==> src/rtl/pwm_pair_pkg.sv <==
package pwm_pair_pkg;

  localparam int CNT_W     = 16;
  localparam int ADDR_W    = 4;
  localparam int NUM_CH    = 2;
  localparam int NUM_SLOTS = 2 * NUM_CH;   // A and B working slots per channel
  localparam int NUM_PH    = 3;
  localparam int NUM_FLAGS = 4 * NUM_CH + NUM_CH;

  localparam logic [ADDR_W-1:0] ADR_CTRL = ADDR_W'(0);
  localparam logic [ADDR_W-1:0] ADR_STAT = ADDR_W'(9);

  typedef enum logic [1:0] {
    STEP_CLK  = 2'd0,
    STEP_RISE = 2'd1,
    STEP_FALL = 2'd2,
    STEP_BOTH = 2'd3
  } step_sel_e;

  typedef struct packed {
    logic      buf_b;
    logic      buf_a;
    logic      run;
    step_sel_e sel;
  } ctrl_t;

  // slot s: channel s/2, A (s even) or B (s odd)
  function automatic logic [ADDR_W-1:0] work_addr(input int s);
    return ADDR_W'(1 + 4 * (s / 2) + (s % 2));
  endfunction

  function automatic logic [ADDR_W-1:0] shadow_addr(input int s);
    return ADDR_W'(3 + 4 * (s / 2) + (s % 2));
  endfunction

endpackage

==> src/rtl/pwm_step_gen.sv <==
module pwm_step_gen
  import pwm_pair_pkg::*;
(
  input  logic      clk,
  input  logic      rst,
  input  logic      run,
  input  step_sel_e sel,
  input  logic      tick,
  output logic      step
);

  logic tick_q;
  logic tick_rise;
  logic tick_fall;

  always_ff @(posedge clk) begin
    if (rst) tick_q <= 1'b0;
    else     tick_q <= tick;
  end

  assign tick_rise = tick & ~tick_q;
  assign tick_fall = ~tick & tick_q;

  always_comb begin
    case (sel)
      STEP_CLK:  step = run;
      STEP_RISE: step = run & tick_rise;
      STEP_FALL: step = run & tick_fall;
      default:   step = run & (tick_rise | tick_fall);
    endcase
  end

endmodule

==> src/rtl/pwm_count_unit.sv <==
module pwm_count_unit #(
  parameter int W = 16
) (
  input  logic         clk,
  input  logic         rst,
  input  logic         step,
  input  logic         clear,
  output logic [W-1:0] cnt
);

  always_ff @(posedge clk) begin
    if (rst)        cnt <= '0;
    else if (clear) cnt <= '0;
    else if (step)  cnt <= cnt + W'(1);
  end

endmodule

==> src/rtl/pwm_duty_slot.sv <==
module pwm_duty_slot #(
  parameter int             W         = 16,
  parameter int             AW        = 4,
  parameter logic [AW-1:0]  WORK_ADR  = '0,
  parameter logic [AW-1:0]  SHAD_ADR  = '0,
  parameter logic [W-1:0]   WORK_INIT = '0
) (
  input  logic          clk,
  input  logic          rst,
  input  logic          wr_en,
  input  logic [AW-1:0] wr_addr,
  input  logic [W-1:0]  wr_data,
  input  logic          shadow_on,
  input  logic          xfer,
  input  logic [W-1:0]  cnt,
  output logic [W-1:0]  work_q,
  output logic          hit_work,
  output logic          hit_shadow
);

  logic [W-1:0] shad_q;
  logic         wr_work;
  logic         wr_shad;

  assign wr_work = wr_en && (wr_addr == WORK_ADR) && !shadow_on;
  assign wr_shad = wr_en && ((wr_addr == SHAD_ADR) ||
                             ((wr_addr == WORK_ADR) && shadow_on));

  always_ff @(posedge clk) begin
    if (rst) begin
      work_q <= WORK_INIT;
      shad_q <= '0;
    end else begin
      if (wr_shad) shad_q <= wr_data;
      if (wr_work)                work_q <= wr_data;
      else if (xfer && shadow_on) work_q <= shad_q;
    end
  end

  assign hit_work   = (cnt == work_q);
  assign hit_shadow = (cnt == shad_q);

endmodule

==> src/rtl/pwm_phase_out.sv <==
module pwm_phase_out #(
  parameter int W = 16
) (
  input  logic         clk,
  input  logic         rst,
  input  logic [W-1:0] cnt,
  input  logic [W-1:0] duty,
  input  logic [W-1:0] cyc,
  output logic         pos,
  output logic         neg
);

  logic active;

  assign active = (duty != '0) && ((cnt < duty) || (duty >= cyc));

  always_ff @(posedge clk) begin
    if (rst) begin
      pos <= 1'b0;
      neg <= 1'b1;
    end else begin
      pos <= active;
      neg <= ~active;
    end
  end

endmodule

==> src/rtl/pwm_pair_sync.sv <==
module pwm_pair_sync
  import pwm_pair_pkg::*;
#(
  parameter int CW = CNT_W,
  parameter int AW = ADDR_W
) (
  input  logic                 clk,
  input  logic                 rst,
  input  logic                 wr_en,
  input  logic [AW-1:0]        wr_addr,
  input  logic [CW-1:0]        wr_data,
  input  logic                 cnt_tick,
  output logic [NUM_PH-1:0]    pwm_p,
  output logic [NUM_PH-1:0]    pwm_n,
  output logic [NUM_FLAGS-1:0] status
);

  localparam logic [CW-1:0] CNT_MAX = '1;

  ctrl_t                ctrl_q;
  logic                 step;
  logic                 wrap;
  logic [CW-1:0]        cnt_ch [NUM_CH];
  logic [CW-1:0]        work   [NUM_SLOTS];
  logic [NUM_SLOTS-1:0] hit_w;
  logic [NUM_SLOTS-1:0] hit_s;
  logic [CW-1:0]        cyc;
  logic [NUM_FLAGS-1:0] set_v;
  logic [NUM_FLAGS-1:0] clr_v;

  // control register
  always_ff @(posedge clk) begin
    if (rst) begin
      ctrl_q <= '0;
    end else if (wr_en && wr_addr == ADR_CTRL) begin
      ctrl_q.run   <= wr_data[0];
      ctrl_q.buf_a <= wr_data[1];
      ctrl_q.buf_b <= wr_data[2];
      ctrl_q.sel   <= step_sel_e'(wr_data[5:4]);
    end
  end

  // single step source for both counters, driven by the first select
  pwm_step_gen u_step (
    .clk  (clk),
    .rst  (rst),
    .run  (ctrl_q.run),
    .sel  (ctrl_q.sel),
    .tick (cnt_tick),
    .step (step)
  );

  assign cyc  = work[0];
  assign wrap = step && hit_w[0];

  for (genvar c = 0; c < NUM_CH; c++) begin : g_ch
    pwm_count_unit #(.W(CW)) u_cnt (
      .clk   (clk),
      .rst   (rst),
      .step  (step),
      .clear (wrap),
      .cnt   (cnt_ch[c])
    );
    assign set_v[4*NUM_CH + c] = step && (cnt_ch[c] == CNT_MAX) && (cyc == CNT_MAX);
  end

  for (genvar s = 0; s < NUM_SLOTS; s++) begin : g_slot
    localparam int CH   = s / 2;
    localparam int IS_B = s % 2;
    logic shadow_on;
    assign shadow_on = (IS_B != 0) ? ctrl_q.buf_b : ctrl_q.buf_a;

    pwm_duty_slot #(
      .W         (CW),
      .AW        (AW),
      .WORK_ADR  (AW'(work_addr(s))),
      .SHAD_ADR  (AW'(shadow_addr(s))),
      .WORK_INIT ((s == 0) ? CNT_MAX : '0)
    ) u_slot (
      .clk        (clk),
      .rst        (rst),
      .wr_en      (wr_en),
      .wr_addr    (wr_addr),
      .wr_data    (wr_data),
      .shadow_on  (shadow_on),
      .xfer       (wrap),
      .cnt        (cnt_ch[CH]),
      .work_q     (work[s]),
      .hit_work   (hit_w[s]),
      .hit_shadow (hit_s[s])
    );

    assign set_v[4*CH + IS_B]     = step && hit_w[s];
    assign set_v[4*CH + 2 + IS_B] = step && hit_s[s] && !shadow_on;
  end

  for (genvar ph = 0; ph < NUM_PH; ph++) begin : g_ph
    localparam int DI = ph + 1;
    localparam int CH = (ph == 0) ? 0 : 1;
    pwm_phase_out #(.W(CW)) u_out (
      .clk  (clk),
      .rst  (rst),
      .cnt  (cnt_ch[CH]),
      .duty (work[DI]),
      .cyc  (cyc),
      .pos  (pwm_p[ph]),
      .neg  (pwm_n[ph])
    );
  end

  // sticky flags, write-one-to-clear, set has priority
  assign clr_v = (wr_en && wr_addr == ADR_STAT) ? wr_data[NUM_FLAGS-1:0] : '0;

  always_ff @(posedge clk) begin
    if (rst) status <= '0;
    else     status <= (status & ~clr_v) | set_v;
  end

endmodule

==> config.mk <==
export PLATFORM = sky130hd
export DESIGN_NAME = pwm_pair_sync
export DESIGN_NICKNAME = d
export VERILOG_FILES = /design/src/rtl/pwm_pair_pkg.sv /design/src/rtl/pwm_step_gen.sv /design/src/rtl/pwm_count_unit.sv /design/src/rtl/pwm_duty_slot.sv /design/src/rtl/pwm_phase_out.sv /design/src/rtl/pwm_pair_sync.sv
export SDC_FILE = /design/constraint.sdc
export NUM_CORES = 1
export LEC_CHECK = 0
export BUFFER_PORTS_ARGS = -buffer_cell sky130_fd_sc_hd__buf_2
export CORE_ASPECT_RATIO = 0.6
export CORE_MARGIN = 1.5
export CORE_UTILIZATION = 47
export CTS_CLUSTER_SIZE = 12
export DETAILED_ROUTE_END_ITERATION = 8
export GPL_TIMING_DRIVEN = 0
export PLACE_DENSITY_LB_ADDON = 0.25
export SLEW_MARGIN = 10
export SYNTH_ARGS = -nofsm -noshare
export SYNTH_HDL_FRONTEND = slang
export SYNTH_HIERARCHICAL = 1
export SYNTH_SLANG_ARGS = --single-unit
export TNS_END_PERCENT = 5
==> constraint.sdc <==
create_clock -name clk -period 3.22 [get_ports clk]
set_input_delay 0.644 -clock clk [delete_from_list [all_inputs] [get_ports clk]]
set_output_delay 0.644 -clock clk [all_outputs]
set_load 0.02 [all_outputs]
==> metrics.md, run 1 <==
| Metric | Value |
|---|---|
| WP data required | 3540 ps |
| Slowest cell on crit path | a311oi_2 |
| Area of the mapped netlist | 0.01245 mm^2 |
| IO Count | 40 |
| Largest delay contributor family on the critical path | buffers and inverters |
| CP arrival | 3420 ps |
| Antenna-violating nets left | 0 |
| DR vias/cell | 6.360 |
| FF-to-FF setup slack | 120 ps |
| First-pass GRT wire length | 65050 um |
| Tot GR Track Use | 31.89% |
| Post-synth EDFFs | 0 |
| WL final | 43200 um |
| Vias | 11960 |
| Starting Density | 48.58% |
| #FFs+latches synth | 182 |
| Die area | 0.02750 mm^2 |
| Die Height | 129.1 um |
| Setup-violating endpoint count in the final report | 0 |
| Sequential area share after synthesis | 29.28% |
| Pwr Total | 4.887 mW |
| Min-Delay Path Depth | 3 |
| Hold Buf Count CTS | 0 |
| Startpoint Class | register |
| RSZ-0062 raised after global routing | false |
| Gate Count Post-Synth | 1454 |
| Crit path kind | register to register |
| Layout area overhead | 9.913% |
| CTS sink count | 182 |
| Critical path cell sequence | inv_1 > ha_1 > nor2b_1 > a311oi_2 > buf_4 > nand2_2 > clkinvlp_4 > and2_1 > a21o_1 > buf_2 > o22ai_1 |
| Pre-CTS setup slack | -833.0 ps |
| Fin crit period | 3102 ps |
| Synth area leaders | dfxtp_1, ha_1, xnor2_1, nand2b_1, a21oi_1 |
| Max_cap viols | 0 |
| Antenna violations before repair | 1 |
| Clock slew at reported path FFs | 70 ps |
| Syn avg cell area | 8.560 um^2 |
| Global route overflow | 0 |
| Clock Tree Root | clkbuf_16 |
| Post-synth top cells | dfxtp_1, xnor2_1, inv_1, ha_1, nand2b_1 |
| I/O Buffers | 39 |
| Ys flop type | dfxtp_1 |
| Iter 0 DRT Violations | 1500 |
| Worst skew pair latency | 450 ps |
| Post-synth top area share | 29.28% |
| Placed cell area | 0.01310 mm^2 |
| Pin count of the biggest net entering global routing | 40 |
| Max H-tree Level | 4 |
| Hpwl dp | 30960 um |
| Crit path setup slack, layout | 118.2 ps |
| Final hold vios | 0 |
| Num CTS Buffers | 17 |
| Tightest Pin Transition | 1009 ps |
| Critical path capture point type | register |
| 1st-pass router iterations | 8 |
| Avg WL per Cell | 22.98 um |
| Post-route DRC | 0 |
| VDD IR max | 0.3146 mV |
| Reg2reg end | g_slot[3].u_slot/work_q[10]$_SDFFE_PP0P_ |
| Most frequent cell after synthesis | dfxtp_1 |
| CTS tree | yes |
| Max clock buf depth | 2 |
| # fillers | 2425 |
| Rel. slew slack | 32.76% |
| FFs w/ async S/R, synth | 0% |
| Max incr delay on CP | 410 ps |
| Synth area leader | dfxtp_1 |
| Die width | 213.1 um |
| R2R Path Start | ctrl_q[0]$_SDFFE_PP0P_ |
| Reg2Reg Depth | 11 |
| FP Rows | 45 |
| Hold Path End | u_step/tick_q$_SDFF_PP0_ |
| Final Skew | 9.088 ps |
| Pwr/cell area | 357.2 mW/mm^2 |
| Outcome | finished clean |
| WP buf/inv | 4 |
| Syn nets | 1578 |
| Leak | 5.256 nW |
| Worst Path Max Fanout | 10 |
| Final slew viol count | 0 |
| Vias in the first global route | 10900 |
| HP Start | cnt_tick |
| Post-route cell area | 0.01368 mm^2 |
| Layout cells sized above 1 | 12.12% |
| Fin crit share | 96.33% |
| Routability cong. | 0.9703 |
| Fmax | 322.4 MHz |
| Yosys Warn Count | 6 |
| Distinct cells, synth | 69 |
| Final nets | 1638 |
| Fin util | 53.40% |
| Min-Delay Path Class | input port to register |
| Core area | 0.02562 mm^2 |
-- flip-flops by register name, summed over array words and instances, names as in the netlist --
register,cells
ctrl_q,3
g_ch.u_cnt/cnt,32
g_ph.u_out/neg,3
g_ph.u_out/pos,3
g_slot.shadow_on,2
g_slot.u_slot/shad_q,64
g_slot.u_slot/work_q,64
status,10
u_step/tick_q,1
-- worst max-delay path by stage --
| stage | start | endpoint | slack, ps | cells past startpoint |
|---|---|---|---|---|
| 6_report | ctrl_q[0]$_SDFFE_PP0P_ | g_slot[3].u_slot/work_q[10]$_SDFFE_PP0P_ | 120 | 11 |
| 5_1_grt | ctrl_q[0]$_SDFFE_PP0P_ | g_slot[2].u_slot/work_q[1]$_SDFFE_PP0P_ | 70 | 13 |
| 4_1_cts | ctrl_q[0]$_SDFFE_PP0P_ | g_slot[3].u_slot/work_q[10]$_SDFFE_PP0P_ | 7 | 12 |
| 3_5_place_dp | cnt_tick | g_slot[3].u_slot/work_q[9]$_SDFFE_PP0P_ | -830 | 13 |
| 3_3_place_gp | cnt_tick | g_slot[3].u_slot/work_q[10]$_SDFFE_PP0P_ | -1870 | 12 |
| 2_1_floorplan | cnt_tick | g_slot[1].u_slot/work_q[0]$_SDFFE_PP0P_ | 90 | 10 |
-- layout make-up --
class	count	area, um^2	area share, %
multi-input combinational	1079	7911	57.83
sequential	182	3643	26.63
clock buffer	25	485.5	3.549
buffer	79	478.0	3.494
tap	352	440.4	3.220
inverter	112	424.2	3.101
timing repair buffer	42	217.7	1.592
clock inverter	7	71.32	0.5214
timing repair inverter	1	5.005	0.03659
antenna	1	2.502	0.01829
-- per-layer routing --
layer  share of wire (%)  up-vias  routed length (um)  track usage, %
met5                   0        -                   0               0
met4                 2.3        0                 984           10.30
met3                  14       75                6136           11.63
met2                  38      721               16480           42.84
met1                  45     5732               19600           46.39
li1                    -     5429                   -               -
-- where the power goes --
part / switching (mW) / leakage [nW] / internal [mW] / total (mW)
Clock: 0.928 / 0.263 / 1.13 / 2.05
Combinational: 0.317 / 3.52 / 0.178 / 0.495
Sequential: 0.0536 / 1.47 / 2.28 / 2.34
-- what timing repair did --
item	4_1_cts	5_1_grt
pin swaps	0	1
cloned	1	0
setup endpoints to repair	78	41
gates resized for setup	2	5
setup buffers	2	0
-- worst register-to-register path, stage by stage, from the launching register on --
cell,delay [ps]
dfxtp_1,370
inv_1,80
ha_1,320
nor2b_1,160
a311oi_2,410
buf_4,280
nand2_2,150
clkinvlp_4,180
and2_1,350
a21o_1,270
buf_2,280
o22ai_1,110
-- per-stage QoR --
stage / TNS (ps) / instances / hold slack (ps)
after floorplan: 0 / 1454 / 447.6
after CTS: 0 / 1880 / 448.6
after global routing: 0 / 1879 / 470.5
after detailed placement: -45330 / 1846 / 475.9
after global placement: -146250 / 1845 / 465.5
final: 0 / 1880 / 463.6
-- logic make-up after synthesis --
group	count (synthesis)	synth area share [%]
AND/OR/NAND/NOR	498	23.44
AO/OA/AOI/OAI	305	17.17
buffers and inverters	193	7.248
flip-flops	182	29.28
XOR/XNOR	134	9.430
adder cells (fa/ha/maj)	100	10.05
multiplexers	42	3.378
-- cells in the final DEF (no fill, tap or decap), types with 11 or more instances in the layout --
cell type	netlist	routed
a21oi_1	89	89
a221oi_1	19	19
a311oi_1	26	25
a311oi_2	10	11
a32oi_1	16	16
and3_1	16	16
buf_2	21	60
buf_6	15	15
clkbuf_1	37	38
clkbuf_16	0	17
dfxtp_1	182	182
ha_1	100	100
inv_1	110	109
mux2i_1	42	42
nand2_1	85	83
nand2b_1	91	91
nand3_1	83	83
nand4_1	63	63
nor2_1	18	18
nor3_1	37	37
nor3_2	16	16
nor4_1	20	20
o21ai_0	50	50
o21bai_1	19	19
o22ai_1	16	16
o31ai_1	16	16
xnor2_1	130	130
No activity file was read; power rests on OpenSTA's default activity.
==> inputs of run 2 (changes only) <==
- CORE_ASPECT_RATIO: 0.6 -> 0.8
- clock period: 3.22 -> 3.4 ns (I/O delays scaled with it)
==> run 2 against run 1 <==
Worst setup slack improved by 31 ps. Largest power group unchanged. Power is 4.7% lower. Clock-buffer cell count decreased by 5. Fmax shrank 4.6%.
==> metrics.md, run 2 (synthesis gave the netlist of run 1 again) <==
| Metric | Value |
|---|---|
| Most frequent cells in the layout | dfxtp_1, xnor2_1, inv_1 (unchanged) |
| Die area | 0.02747 mm^2 (was 0.02750 mm^2) |
| CP arrival | 3620 ps (was 3420 ps) |
| Fmax | 307.6 MHz (was 322.4 MHz) |
| Largest registers | g_slot.u_slot/shad_q (64), g_slot.u_slot/work_q (64), g_ch.u_cnt/cnt (32) (unchanged) |
| Layout cells sized above 1 | 12.09% (was 12.12%) |
| Diode count | 0 (was 1) |
| Max clock buf depth | 2 (unchanged) |
| Hpwl dp | 28750 um (was 30960 um) |
| Global route overflow | 0 (unchanged) |
| Clock slew at reported path FFs | 80 ps (was 70 ps) |
| Iter 0 DRT Violations | 1380 (was 1500) |
| Worst Path Max Fanout | 11 (was 10) |
| Non-Filler Instances | 1887 (was 1880) |
| Tightest Pin Transition | 989.3 ps (was 1009 ps) |
| Layout area overhead | 10.15% (was 9.913%) |
| VDD IR max | 0.4034 mV (was 0.3146 mV) |
| Most common cell after layout, fill and taps aside | dfxtp_1 (unchanged) |
| Tot GR Track Use | 30.46% (was 31.89%) |
| Routability cong. | 0.9450 (was 0.9703) |
| Fin crit share | 95.62% (was 96.33%) |
| Min-Delay Path Class | input port to register (unchanged) |
| Outcome | finished clean (unchanged) |
| Antenna-violating nets left | 0 (unchanged) |
| Pwr/cell area | 339.7 mW/mm^2 (was 357.2 mW/mm^2) |
| I/O Buffers | 39 (unchanged) |
| RSZ-0062 raised after global routing | false (unchanged) |
| Setup-violating endpoint count in the final report | 0 (unchanged) |
| Vias in the first global route | 10890 (was 10900) |
| FP Rows | 53 (was 45) |
| Rel. slew slack | 34.04% (was 32.76%) |
| Fin crit period | 3251 ps (was 3102 ps) |
| Max_cap viols | 0 (unchanged) |
| Crit path setup slack, layout | 148.8 ps (was 118.2 ps) |
| Antenna violations before repair | 0 (was 1) |
| Crit path kind | register to register (unchanged) |
| Die Height | 148.5 um (was 129.1 um) |
| CTS tree | yes (unchanged) |
| Hold Buf Count CTS | 0 (unchanged) |
| 1st-pass router iterations | 5 (was 8) |
| Final slew viol count | 0 (unchanged) |
| Core area | 0.02613 mm^2 (was 0.02562 mm^2) |
| DR vias/cell | 6.253 (was 6.360) |
| IO Count | 40 (unchanged) |
| Final nets | 1641 (was 1638) |
| Pin count of the biggest net entering global routing | 40 (unchanged) |
| Pre-CTS setup slack | -405.1 ps (was -833.0 ps) |
| Final Skew | 17.64 ps (was 9.088 ps) |
| WP data required | 3760 ps (was 3540 ps) |
| Clock Tree Root | clkbuf_16 (unchanged) |
| Avg WL per Cell | 22.02 um (was 22.98 um) |
| Post-route DRC | 0 (unchanged) |
| CTS sink count | 182 (unchanged) |
| Setup TNS | 0 ps (unchanged) |
| Final hold vios | 0 (unchanged) |
| Placed insts | 1851 (was 1846) |
| WL final | 41550 um (was 43200 um) |
| Starting Density | 47.63% (was 48.58%) |
| Leak | 5.266 nW (was 5.256 nW) |
| Num CTS Buffers | 17 (unchanged) |
| Pwr Total | 4.657 mW (was 4.887 mW) |
| Max H-tree Level | 4 (unchanged) |
| First-pass GRT wire length | 63440 um (was 65050 um) |
| Die width | 184.9 um (was 213.1 um) |
| Fin util | 52.47% (was 53.40%) |
| Worst skew pair latency | 460 ps (was 450 ps) |
| Critical path capture point type | register (unchanged) |
| Vias | 11800 (was 11960) |
| Startpoint Class | register (unchanged) |
[run 2: final cells by class]
class / count / area [um^2]
fill: 2532 / 12420
multi-input combinational: 1079 / 7906
sequential: 182 / 3643
buffer: 81 / 481.7
clock buffer: 20 / 456.7
tap: 357 / 446.7
inverter: 112 / 424.2
timing repair buffer: 43 / 225.2
clock inverter: 12 / 120.1
timing repair inverter: 1 / 5.005
[run 2: repair_timing]
action	in CTS	in global routing
resized for setup	1	0
buffers inserted	0	3
gates cloned	0	1
setup endpoints to repair	21	21
[run 2: critical path, stage by stage, from the launching register on]
cell	delay (ps)
dfxtp_1	740
xnor2_1	190
nand4_1	150
nor4_1	370
nand2_1	250
clkinvlp_4	220
and2_1	150
clkbuf_1	330
buf_1	430
a32oi_1	140
o22ai_1	190
[run 2: where the power goes]
group	leakage, nW	internal, mW	switching [mW]
combinational	3.52	0.168	0.287
sequential	1.47	2.16	0.0498
clock	0.278	1.06	0.931
[run 2: stage by stage]
step,instance area (um^2),hold slack (ps)
2_1_floorplan,12450,447.6
3_3_place_gp,13090,468.7
3_5_place_dp,13100,481.2
4_1_cts,13680,484.8
5_1_grt,13710,501.0
6_report,13710,492.9
[run 2: path summary, 6_finish.rpt]
kind / endpoint / slack (ps) / depth (start not counted) / from
hold / removal: u_step/tick_q$_SDFF_PP0_ / 490 / 3 / cnt_tick
hold reg to reg: ctrl_q[2]$_SDFFE_PP0P_ / 490 / 2 / ctrl_q[2]$_SDFFE_PP0P_
setup / recovery: g_slot[3].u_slot/work_q[9]$_SDFFE_PP0P_ / 150 / 10 / g_ch[0].u_cnt/cnt[11]$_SDFFE_PP0P_
setup reg to reg: g_slot[3].u_slot/work_q[9]$_SDFFE_PP0P_ / 150 / 10 / g_ch[0].u_cnt/cnt[11]$_SDFFE_PP0P_
[run 2: per-layer routing]
layer / vias to the layer above / wire length, um / track usage, %
li1: 5415 / - / -
met1: 5700 / 18460 / 43.68
met2: 590 / 17540 / 44.53
met3: 95 / 4257 / 6.391
met4: 0 / 1295 / 11.42
met5: - / 0 / 0
==> inputs of run 3 (changes only) <==
- CORE_MARGIN: 1.5 -> 5
- SYNTH_HIERARCHICAL: 1 -> not set
==> run 3 against run 2 <==
Highest routed layer unchanged. Power is 1.5% higher. Cell area decreased by 10%. Largest power group unchanged. Worst setup slack better by 150 ps. Hold slack worse by 13 ps.
==> metrics.md, run 3 <==
| Metric | Value |
|---|---|
| Antenna-violating nets left | 0 (unchanged) |
| Pin count of the biggest net entering global routing | 21 (was 40) |
| Post-synth EDFFs | 0 (unchanged) |
| Max_cap viols | 0 (unchanged) |
| Worst skew pair latency | 450 ps (was 460 ps) |
| Hpwl dp | 26290 um (was 28750 um) |
| Die area | 0.02704 mm^2 (was 0.02747 mm^2) |
| Clock Tree Root | clkbuf_16 (unchanged) |
| Avg WL per Cell | 20.72 um (was 22.02 um) |
| Diode count | 0 (unchanged) |
| Placed insts | 1624 (was 1851) |
| Max incr delay on CP | 790 ps (was 740 ps) |
| Area of the mapped netlist | 0.01120 mm^2 (was 0.01245 mm^2) |
| Die Height | 148.1 um (was 148.5 um) |
| Distinct cells, synth | 50 (was 69) |
| Post-synth top cells | dfxtp_1, nor2_1, nand2_1, ha_1 (was dfxtp_1, xnor2_1, inv_1, ha_1, nand2b_1) |
| Layout cells sized above 1 | 12.87% (was 12.09%) |
| Fin crit period | 3104 ps (was 3251 ps) |
| Fmax | 322.2 MHz (was 307.6 MHz) |
| Critical path cell sequence | inv_1 > ha_1 > nor2b_1 > a311oi_4 > nand4_1 > nor3_1 > a21oi_1 > nor2_1 (was xnor2_1 > nand4_1 > nor4_1 > nand2_1 > clkinvlp_4 > and2_1 > clkbuf_1 > buf_1 > a32oi_1 > o22ai_1) |
| Core area | 0.02346 mm^2 (was 0.02613 mm^2) |
| Vias | 9483 (was 11800) |
| Largest registers | g_slot.u_slot.shad_q (64), g_slot.u_slot.work_q (64), g_ch.u_cnt.cnt (32) (was g_slot.u_slot/shad_q (64), g_slot.u_slot/work_q (64), g_ch.u_cnt/cnt (32)) |
| Slowest cell on crit path | a311oi_4 (was dfxtp_1) |
| Antenna violations before repair | 0 (unchanged) |
| Most frequent cells in the layout | dfxtp_1, nor2_1, nand2_1 (was dfxtp_1, xnor2_1, inv_1) |
| Tightest Pin Transition | 886.9 ps (was 989.3 ps) |
| Number of post-CTS setup repair buffers | 0 (unchanged) |
| Final Skew | 17.81 ps (was 17.64 ps) |
| Routability cong. | 0.8966 (was 0.9450) |
| Synth area leaders | dfxtp_1, ha_1, mux2i_1, xnor2_1, nor2_1 (was dfxtp_1, ha_1, xnor2_1, nand2b_1, a21oi_1) |
| Synth area leader | dfxtp_1 (unchanged) |
| CP arrival | 3490 ps (was 3620 ps) |
| Starting Density | 47.75% (was 47.63%) |
| Critical path capture point type | register (unchanged) |
| CTS sink count | 182 (unchanged) |
| Vias in the first global route | 8818 (was 10890) |
| IO Count | 40 (unchanged) |
| Setup-violating endpoint count in the final report | 0 (unchanged) |
| Clock slew at reported path FFs | 80 ps (about the same) |
| Rel. slew slack | 40.33% (was 34.04%) |
| Pwr Total | 4.728 mW (was 4.657 mW) |
| Die width | 182.6 um (was 184.9 um) |
| FFs w/ async S/R, synth | 0% (unchanged) |
| DR vias/cell | 5.726 (was 6.253) |
| Worst Path Max Fanout | 10 (was 11) |
| WL final | 34320 um (was 41550 um) |
| Tot GR Track Use | 25.20% (was 30.46%) |
| Setup TNS | 0 ps (unchanged) |
| Startpoint Class | register (unchanged) |
| # fillers | 2178 (was 2532) |
| Min-Delay Path Class | register to register (was input port to register) |
| RSZ-0062 raised after global routing | false (unchanged) |
| Iter 0 DRT Violations | 846 (was 1380) |
| Post-synth top area share | 32.53% (was 29.28%) |
| Pwr/cell area | 383.1 mW/mm^2 (was 339.7 mW/mm^2) |
| Yosys Warn Count | 0 (was 6) |
| Fin crit share | 91.29% (was 95.62%) |
| 1st-pass router iterations | 5 (unchanged) |
| CTS tree | yes (unchanged) |
| Global route overflow | 0 (unchanged) |
| I/O Buffers | 23 (was 39) |
| Final hold vios | 0 (unchanged) |
| Ys flop type | dfxtp_1 (unchanged) |
| Placed cell area | 0.01171 mm^2 (was 0.01310 mm^2) |
| #FFs+latches synth | 182 (unchanged) |
| PostCTS Resize Cnt | 0 (was 1) |
| Post-route cell area | 0.01234 mm^2 (was 0.01371 mm^2) |
| Max clock buf depth | 2 (unchanged) |
| Most common cell after layout, fill and taps aside | dfxtp_1 (unchanged) |
| Leak | 4.980 nW (was 5.266 nW) |
| Multi-input gate area | 0.006825 mm^2 (was 0.007906 mm^2) |
| Final slew viol count | 0 (unchanged) |
| Crit path kind | register to register (unchanged) |
| Max H-tree Level | 4 (unchanged) |
| First-pass GRT wire length | 52120 um (was 63440 um) |
| Hold Buf Count CTS | 0 (unchanged) |
| Num CTS Buffers | 17 (unchanged) |
| Final nets | 1458 (was 1641) |
| Sequential area share after synthesis | 32.53% (was 29.28%) |
| Most frequent cell after synthesis | dfxtp_1 (unchanged) |
| FP Rows | 50 (was 53) |
| VDD IR max | 0.3018 mV (was 0.4034 mV) |
| Syn nets | 1416 (was 1578) |
| Outcome | finished clean (unchanged) |
| WP data required | 3790 ps (was 3760 ps) |
| Gate Count Post-Synth | 1289 (was 1454) |
| Non-Filler Instances | 1656 (was 1887) |
| Syn avg cell area | 8.690 um^2 (was 8.560 um^2) |
| Layout area overhead | 10.16% (was 10.15%) |
| Post-route DRC | 0 (unchanged) |
| Reg area | 0.003643 mm^2 (unchanged) |
-- run 3: cell count changes after synthesis, moves of 42 or more --
cell / delta
nor2_1: +136
nand2b_1: -83
nand3_1: -68
mux2i_1: +45
xnor2_1: -44
a211oi_2: +42
-- run 3: cell type report --
class                      count  share of cell area [%]
buffer                        93                   3.721
clock buffer                  18                   3.559
clock inverter                14                   1.572
inverter                      73                   2.220
multi-input combinational    941                   55.31
sequential                   182                   29.52
tap                          312                   3.163
timing repair buffer          23                  0.9328
-- run 3: report_power, final --
group          internal, mW  switching (mW)  total, mW
clock                  1.09            1.02       2.11
combinational         0.141           0.266      0.407
sequential             2.17          0.0420       2.21
total                  3.40            1.33       4.73
-- run 3: cells by family (layout without fill, tap and decap cells) --
family	count (synthesis)	in the layout	share of synthesized area, %
DFF	182	182	32.53
adders and majority gates	103	103	11.50
buffers and inverters	166	221	6.545
xor gates and xnor gates	110	110	8.600
and+or+nand+nor	433	433	17.99
muxes	104	104	9.483
AOI/OAI and AO/OA	191	191	13.35
-- run 3: worst max-delay path: cells and delay by family, from the launching register on --
| kind | cells | cell delay, ps |
|---|---|---|
| buffers and inverters | 1 | 70 |
| DFF | 1 | 370 |
| AOI/OAI and AO/OA | 2 | 870 |
| and+or+nand+nor | 4 | 1410 |
| adders and majority gates | 1 | 300 |
-- run 3: per-layer routing --
layer	share of wire, %	vias to the layer above	GRT usage, %
met1	49	4532	38.84
met4	1.4	0	6.002
li1	-	4553	-
met5	0	-	0
met3	8.7	35	4.817
met2	41	363	36.05
-- run 3: metrics by stage --
| step | util [%] | hold WS (ps) | setup WS, ps |
|---|---|---|---|
| after floorplan | - | 458.3 | 821.0 |
| after global placement | 49.90 | 455.3 | 64.20 |
| after detailed placement | 49.90 | 453.4 | -16.68 |
| after CTS | 52.60 | 473.8 | 315.8 |
| after global routing | 52.60 | 486.4 | 212.2 |
| final | 52.60 | 480.3 | 296.2 |
-- run 3: worst paths after layout --
kind	startpoint	endpoint	slack, ps	cells past startpoint
min	status[0]$_SDFF_PP0_	status[0]$_SDFF_PP0_	480	2
max	ctrl_q[0]$_SDFFE_PP0P_	status[8]$_SDFF_PP0_	300	8
min reg2reg	status[0]$_SDFF_PP0_	status[0]$_SDFF_PP0_	480	2
max reg2reg	ctrl_q[0]$_SDFFE_PP0P_	status[8]$_SDFF_PP0_	300	8
